[src/rtl/timer_pkg.sv]
package timer_pkg;

    localparam int MODE_W   = 10;
    localparam int FLAG_LSB = 10;

    localparam int MB_RELOAD = 6;
    localparam int MB_RUN    = 7;
    localparam int MB_CMP_IE = 8;
    localparam int MB_OVF_IE = 9;

    localparam logic [1:0] SEL_MODE  = 2'd0;
    localparam logic [1:0] SEL_COUNT = 2'd1;
    localparam logic [1:0] SEL_CMP   = 2'd2;

    typedef enum logic [1:0] {
        GS_OFF  = 2'd0,
        GS_LOW  = 2'd1,
        GS_HIGH = 2'd2
    } gate_st_e;

endpackage

[src/rtl/tm_prescale.sv]
module tm_prescale #(
    parameter int SLOW_LOG2   = 4,
    parameter int SLOWER_LOG2 = 8
) (
    input  logic       clk,
    input  logic       rst_n,
    input  logic       run,
    input  logic [1:0] src,
    input  logic       hblank,
    output logic       tick
);

    logic [SLOWER_LOG2-1:0] pre_q;
    logic                   hb_q;

    always_ff @(posedge clk) begin
        if (!rst_n) begin
            pre_q <= '0;
            hb_q  <= 1'b0;
        end else begin
            hb_q <= hblank;
            if (run) begin
                pre_q <= pre_q + 1'b1;
            end
        end
    end

    always_comb begin
        unique case (src)
            2'd0:    tick = run;
            2'd1:    tick = run && (&pre_q[SLOW_LOG2-1:0]);
            2'd2:    tick = run && (&pre_q);
            default: tick = run && hblank && !hb_q;
        endcase
    end

endmodule

[src/rtl/tm_gate_fsm.sv]
module tm_gate_fsm
    import timer_pkg::*;
(
    input  logic       clk,
    input  logic       rst_n,
    input  logic       run,
    input  logic [5:0] gate_mode,
    input  logic       hblank,
    input  logic       vblank,
    output logic       hold,
    output logic       zero_cnt
);

    gate_st_e state_q, state_d;
    logic     gate_on, gate_lvl, rise, fall;
    logic [1:0] kind;

    assign gate_on  = gate_mode[2] && (gate_mode[3:0] != 4'h7);
    assign gate_lvl = gate_mode[3] ? vblank : hblank;
    assign kind     = gate_mode[5:4];

    always_ff @(posedge clk) begin
        if (!rst_n) begin
            state_q <= GS_OFF;
        end else begin
            state_q <= state_d;
        end
    end

    always_comb begin
        if (!gate_on) begin
            state_d = GS_OFF;
        end else if (gate_lvl) begin
            state_d = GS_HIGH;
        end else begin
            state_d = GS_LOW;
        end
    end

    always_comb begin
        rise = 1'b0;
        fall = 1'b0;
        unique case (state_q)
            GS_OFF:  ;
            GS_LOW:  rise = gate_on && gate_lvl;
            GS_HIGH: fall = gate_on && !gate_lvl;
            default: ;
        endcase
        hold = gate_on && (kind == 2'd0) && gate_lvl;
        unique case (kind)
            2'd1:    zero_cnt = run && rise;
            2'd2:    zero_cnt = run && fall;
            2'd3:    zero_cnt = run && (rise || fall);
            default: zero_cnt = 1'b0;
        endcase
    end

endmodule

[src/rtl/tm_core.sv]
module tm_core
    import timer_pkg::*;
#(
    parameter int CW = 16
) (
    input  logic              clk,
    input  logic              rst_n,
    input  logic              tick,
    input  logic              hold,
    input  logic              zero_cnt,
    input  logic              wr_en,
    input  logic [1:0]        wr_sel,
    input  logic [CW-1:0]     wr_data,
    output logic [CW-1:0]     cnt_q,
    output logic [CW-1:0]     cmp_q,
    output logic [MODE_W-1:0] mode_q,
    output logic [1:0]        flags_q,
    output logic              irq
);

    logic          wr_cnt, wr_mode, wr_cmp;
    logic          step, wrap, evt_cmp, reload, set_cmp, set_ovf;
    logic [CW-1:0] nxt, cnt_d;
    logic [1:0]    flags_d;

    assign wr_cnt  = wr_en && (wr_sel == SEL_COUNT);
    assign wr_mode = wr_en && (wr_sel == SEL_MODE);
    assign wr_cmp  = wr_en && (wr_sel == SEL_CMP);

    assign step    = tick && !hold && !zero_cnt && !wr_cnt;
    assign nxt     = cnt_q + 1'b1;
    assign wrap    = step && (&cnt_q);
    assign evt_cmp = step && (nxt == cmp_q);
    assign reload  = evt_cmp && mode_q[MB_RELOAD] && mode_q[MB_CMP_IE];
    assign set_cmp = evt_cmp && mode_q[MB_CMP_IE];
    assign set_ovf = wrap && mode_q[MB_OVF_IE];

    always_comb begin
        if (wr_cnt) begin
            cnt_d = wr_data;
        end else if (zero_cnt || reload) begin
            cnt_d = '0;
        end else if (step) begin
            cnt_d = nxt;
        end else begin
            cnt_d = cnt_q;
        end
        flags_d = flags_q;
        if (wr_mode) begin
            flags_d = flags_d & ~wr_data[FLAG_LSB +: 2];
        end
        flags_d = flags_d | {set_ovf, set_cmp};
    end

    always_ff @(posedge clk) begin
        if (!rst_n) begin
            cnt_q   <= '0;
            cmp_q   <= '0;
            mode_q  <= '0;
            flags_q <= '0;
            irq     <= 1'b0;
        end else begin
            cnt_q   <= cnt_d;
            flags_q <= flags_d;
            irq     <= set_cmp || set_ovf;
            if (wr_mode) begin
                mode_q <= wr_data[MODE_W-1:0];
            end
            if (wr_cmp) begin
                cmp_q <= wr_data;
            end
        end
    end

endmodule

[src/rtl/gtimer_chan.sv]
module gtimer_chan
    import timer_pkg::*;
#(
    parameter int CNT_W       = 16,
    parameter int SLOW_LOG2   = 4,
    parameter int SLOWER_LOG2 = 8
) (
    input  logic             clk,
    input  logic             rst_n,
    input  logic             wr_en,
    input  logic [1:0]       wr_sel,
    input  logic [CNT_W-1:0] wr_data,
    input  logic [1:0]       rd_sel,
    output logic [CNT_W-1:0] rd_data,
    input  logic             hblank,
    input  logic             vblank,
    output logic             irq
);

    localparam int PAD_W = CNT_W - MODE_W - 2;

    logic [CNT_W-1:0]  cnt_q, cmp_q;
    logic [MODE_W-1:0] mode_q;
    logic [1:0]        flags_q;
    logic              tick, hold, zero_cnt;

    tm_prescale #(
        .SLOW_LOG2  (SLOW_LOG2),
        .SLOWER_LOG2(SLOWER_LOG2)
    ) u_pre (
        .clk   (clk),
        .rst_n (rst_n),
        .run   (mode_q[MB_RUN]),
        .src   (mode_q[1:0]),
        .hblank(hblank),
        .tick  (tick)
    );

    tm_gate_fsm u_gate (
        .clk      (clk),
        .rst_n    (rst_n),
        .run      (mode_q[MB_RUN]),
        .gate_mode(mode_q[5:0]),
        .hblank   (hblank),
        .vblank   (vblank),
        .hold     (hold),
        .zero_cnt (zero_cnt)
    );

    tm_core #(
        .CW(CNT_W)
    ) u_core (
        .clk     (clk),
        .rst_n   (rst_n),
        .tick    (tick),
        .hold    (hold),
        .zero_cnt(zero_cnt),
        .wr_en   (wr_en),
        .wr_sel  (wr_sel),
        .wr_data (wr_data),
        .cnt_q   (cnt_q),
        .cmp_q   (cmp_q),
        .mode_q  (mode_q),
        .flags_q (flags_q),
        .irq     (irq)
    );

    always_comb begin
        unique case (rd_sel)
            2'd0:    rd_data = {{PAD_W{1'b0}}, flags_q, mode_q};
            2'd1:    rd_data = cnt_q;
            2'd2:    rd_data = cmp_q;
            default: rd_data = '0;
        endcase
    end

endmodule

[config.mk]
export PLATFORM = sky130hd
export DESIGN_NAME = gtimer_chan
export DESIGN_NICKNAME = d
export VERILOG_FILES = /design/src/rtl/timer_pkg.sv /design/src/rtl/tm_prescale.sv /design/src/rtl/tm_gate_fsm.sv /design/src/rtl/tm_core.sv /design/src/rtl/gtimer_chan.sv
export SDC_FILE = /design/constraint.sdc
export NUM_CORES = 1
export LEC_CHECK = 0
export BUFFER_PORTS_ARGS = -buffer_cell sky130_fd_sc_hd__clkbuf_2
export CAP_MARGIN = 20
export CORE_MARGIN = 3
export CORE_UTILIZATION = 33
export CTS_CLUSTER_DIAMETER = 150
export DETAILED_ROUTE_END_ITERATION = 8
export GPL_TIMING_DRIVEN = 0
export PLACE_DENSITY = 0.58
export REMOVE_ABC_BUFFERS = 1
export SYNTH_ARGS = -nofsm -noshare
export SYNTH_HDL_FRONTEND = slang
export SYNTH_HIERARCHICAL = 1
export SYNTH_SLANG_ARGS = --single-unit
[constraint.sdc]
create_clock -name clk -period 2.5 [get_ports clk]
set_input_delay 0.375 -clock clk [delete_from_list [all_inputs] [get_ports clk]]
set_output_delay 0.375 -clock clk [all_outputs]
set_load 0.01 [all_outputs]
==> results.py <==
metrics = {
    "synth": {
        "ys_types": 65,
        "async_reset_ff_share_pct": 0,
        "yosys_register_bits": 56,
        "synthCells": 447,
        "synth_seq_area_share_pct": 30.5,
        "synth_ff_type": "dfxtp_1",
        "syn_area_sq_mm": 0.00367,
        "synth_edf_count": 0,
        "yosysWarnings": 6,
        "synth_area_per_cell_sq_um": 8.22,
    },
    "floorplan": {
        "dieHeight_um": 111,
        "die_width_um": 111,
        "io_pins": 42,
        "rows": 37,
        "coreArea_sq_mm": 0.0106,
        "die_area_sq_mm": 0.0124,
        "initial_utilization_pct": 34.8,
    },
    "timing": {
        "timing.fmax_ghz": 0.364,
        "grt_setup_unrepaired": "true",
        "worst_slack_ns": -0.244,
        "tightest_slew_ns": 1.06,
        "drv_slew": 0,
        "fin_crit_ns": 2.74,
        "final-setup-viol-count": 18,
        "hold_slack_ns": 0.286,
        "finClkSkew_ns": 0.00912,
        "finalHoldViolCount": 0,
        "fin_crit_sh_pct": 110,
        "slew_headroom_pct": 29.0,
    },
    "worst_setup_path": {
        "r2r_end": "u_core/irq",
        "r2r_cells": 15,
        "end_kind": "flop",
        "rr_startpoint": "u_core/mode_q[1]",
        "critical-path-top-delay-family": "simple AND/OR/NAND/NOR gates",
        "worstSetupStartpointType": "flop",
        "slowest_stage": "dfxtp_4",
        "path_class": "reg2reg",
        "crit_required_ns": 2.76,
        "ff2ff_setup_slack_ns": -0.24,
        "path_max_fanout": 4,
        "crit_path_frequent_cell": "buf_4",
        "worst-path-buf-inv": 6,
        "crit_chain": "buf_4, nand2_1, o21ai_0, a211oi_2, or2_4, nor4_4, buf_4, buf_4, buf_4, buf_4, buf_4, nand3_1, nor2_1, nand4_1, a21boi_1",
        "cpPeakStageDelay_ns": 0.37,
        "worstPathArrival_ns": 3.00,
    },
    "run_status": {
        "violations": "setup timing",
        "status": "finished, violations left",
    },
    "route": {
        "vias_per_cell": 5.68,
        "drc": 0,
        "ant_nets": 0,
        "drt_iter0_drc": 219,
        "drt_pass1_iterations": 5,
        "wirelength_mm": 11.0,
        "wl_per_cell_um": 17.8,
        "vias": 3513,
    },
    "grt": {
        "grt_util_all_layers_pct": 17.4,
        "grt_max_degree": 66,
        "grt-ovfl-total": 0,
        "grt_first_pass_wirelength_mm": 17.9,
        "grt_pass1_vias": 3471,
        "antenna_found_initial": 0,
    },
    "placed_design": {
        "place.port_buffers": 41,
        "gp_congestion": 0.912,
        "dp_cells": 592,
        "dpl_cell_area_sq_mm": 0.00387,
        "dpl.hpwl_mm": 7.31,
    },
    "final_layout": {
        "fin_area_sq_mm": 0.00429,
        "layout-drive-gt1-share_pct": 24.8,
        "antennaDiodeCount": 0,
        "nFillCells": 1108,
        "area_growth_pct": 16.7,
        "fin_cells": 619,
        "fin_nets": 512,
        "mostFrequentLayoutCells": "77 x nand2_1, 50 x dfxtp_1, 41 x clkbuf_2",
        "layout.cells.most_common": "nand2_1",
    },
    "cts": {
        "cts_tree": "yes",
        "cts_buffers": 5,
        "cts_hold_repair.buffers": 0,
        "clk_pin_slew_ns": 0.11,
        "clock_path_buffers": 2,
        "cts-root-buf": "clkbuf_8",
        "clkSinkCount": 56,
        "clk_latency_ns": 0.33,
        "cts_max_level": 2,
    },
    "hold_path": {
        "worstHoldPathCells": 3,
        "holdPathEnd": "u_core/cmp_q[15]",
        "hp-class": "in2reg",
        "min_from": "wr_data[15]",
    },
    "pwr": {
        "p_leak_uw": 0.00152,
        "power_density_mw_per_mm2": 433,
        "total_power_uw": 1860,
        "vdd.ir_drop.worst_v": 0.000213,
    },
    "job": {
        "cap_violations": 0,
    },
}
-- per-layer routing --
metal | global-route usage, % | wire length [um]
met1 | 24.2 | 5210
met5 | 0 | 0
met3 | 2.88 | 565
met2 | 28.5 | 5110
met4 | 3.49 | 119
-- worst max path at each step --
stage	from	to	slack, ns	cells after the start
after CTS	u_core/mode_q[1]	u_core/cnt_q[5]	-0.19	13
after global placement	u_core/mode_q[1]	u_core/cnt_q[12]	-1.36	12
after global routing	u_core/mode_q[1]	u_core/cnt_q[14]	-0.37	11
after floorplan	u_core/mode_q[0]	u_core/cnt_q[10]	-0.40	12
after detailed placement	u_core/mode_q[1]	u_core/cnt_q[10]	-1.40	12
final	u_core/mode_q[1]	u_core/irq	-0.24	15
-- cell families after synthesis --
| logic type | synth area share, % |
|---|---|
| adders and majority gates | 1.70 |
| muxes | 3.82 |
| buffers and inverters | 5.76 |
| xor gates and xnor gates | 6.44 |
| and+or+nand+nor | 25.2 |
| DFF | 30.5 |
| AOI/OAI and AO/OA | 26.6 |
-- final cells by class --
| type | count | area (sq um) | share of cell area (%) |
|---|---|---|---|
| inverter | 7 | 26.3 | 0.613 |
| clock buffer | 5 | 68.8 | 1.61 |
| timing repair buffer | 60 | 368 | 8.58 |
| sequential | 56 | 1130 | 26.4 |
| clock inverter | 3 | 46.3 | 1.08 |
| tap | 136 | 170 | 3.97 |
| multi-input combinational | 352 | 2480 | 57.8 |
-- stage by stage --
step	TNS (ns)	utilization, %	setup slack, ns
after floorplan	-6.10	-	-0.400
after global placement	-22.11	36.6	-1.36
after detailed placement	-23.15	36.6	-1.40
after CTS	-3.17	39.6	-0.195
after global routing	-5.65	40.6	-0.374
final	-3.56	40.6	-0.244
-- tightest hold or removal path, stage by stage --
cell and delay, ns:
clkbuf_2 0.09, nand2_1 0.05, a21boi_0 0.06
-- synthesized netlist by cell type (8+ instances only) --
cell	number	share of area [%]
o2bb2ai_2	10	4.1
nor2_1	20	2.0
dfxtp_1	56	31
mux2i_1	14	3.8
o21ai_0	19	2.6
nand3_1	17	2.3
nand2_1	78	8.0
o31ai_1	8	1.6
clkbuf_1	19	1.9
o2111ai_1	11	2.6
a21boi_0	29	5.9
a21oi_1	12	1.6
xnor2_1	20	4.8
nand4_1	11	1.9
-- timing repair --
| item | in CTS | in global routing |
|---|---|---|
| cloned | 1 | 0 |
| gates resized for setup | 21 | 20 |
| setup endpoints to repair | 19 | 19 |
| pin swaps | 10 | 7 |
| setup buffers | 17 | 0 |
-- sequential cells by signal, summed over array words and instances (netlist names) --
name and cells:
u_core/cmp_q 16, u_gate/state_q 2, u_core/flags_q 2, u_core/cnt_q 16
u_pre/hb_q 1, u_pre/pre_q 8, u_core/irq 1, u_core/mode_q 10
-- where the power goes --
group          switching, uW  internal [uW]
logic                    158            108
clock network            335            303
registers               36.5            916
Power figures use the tool's default switching activity.
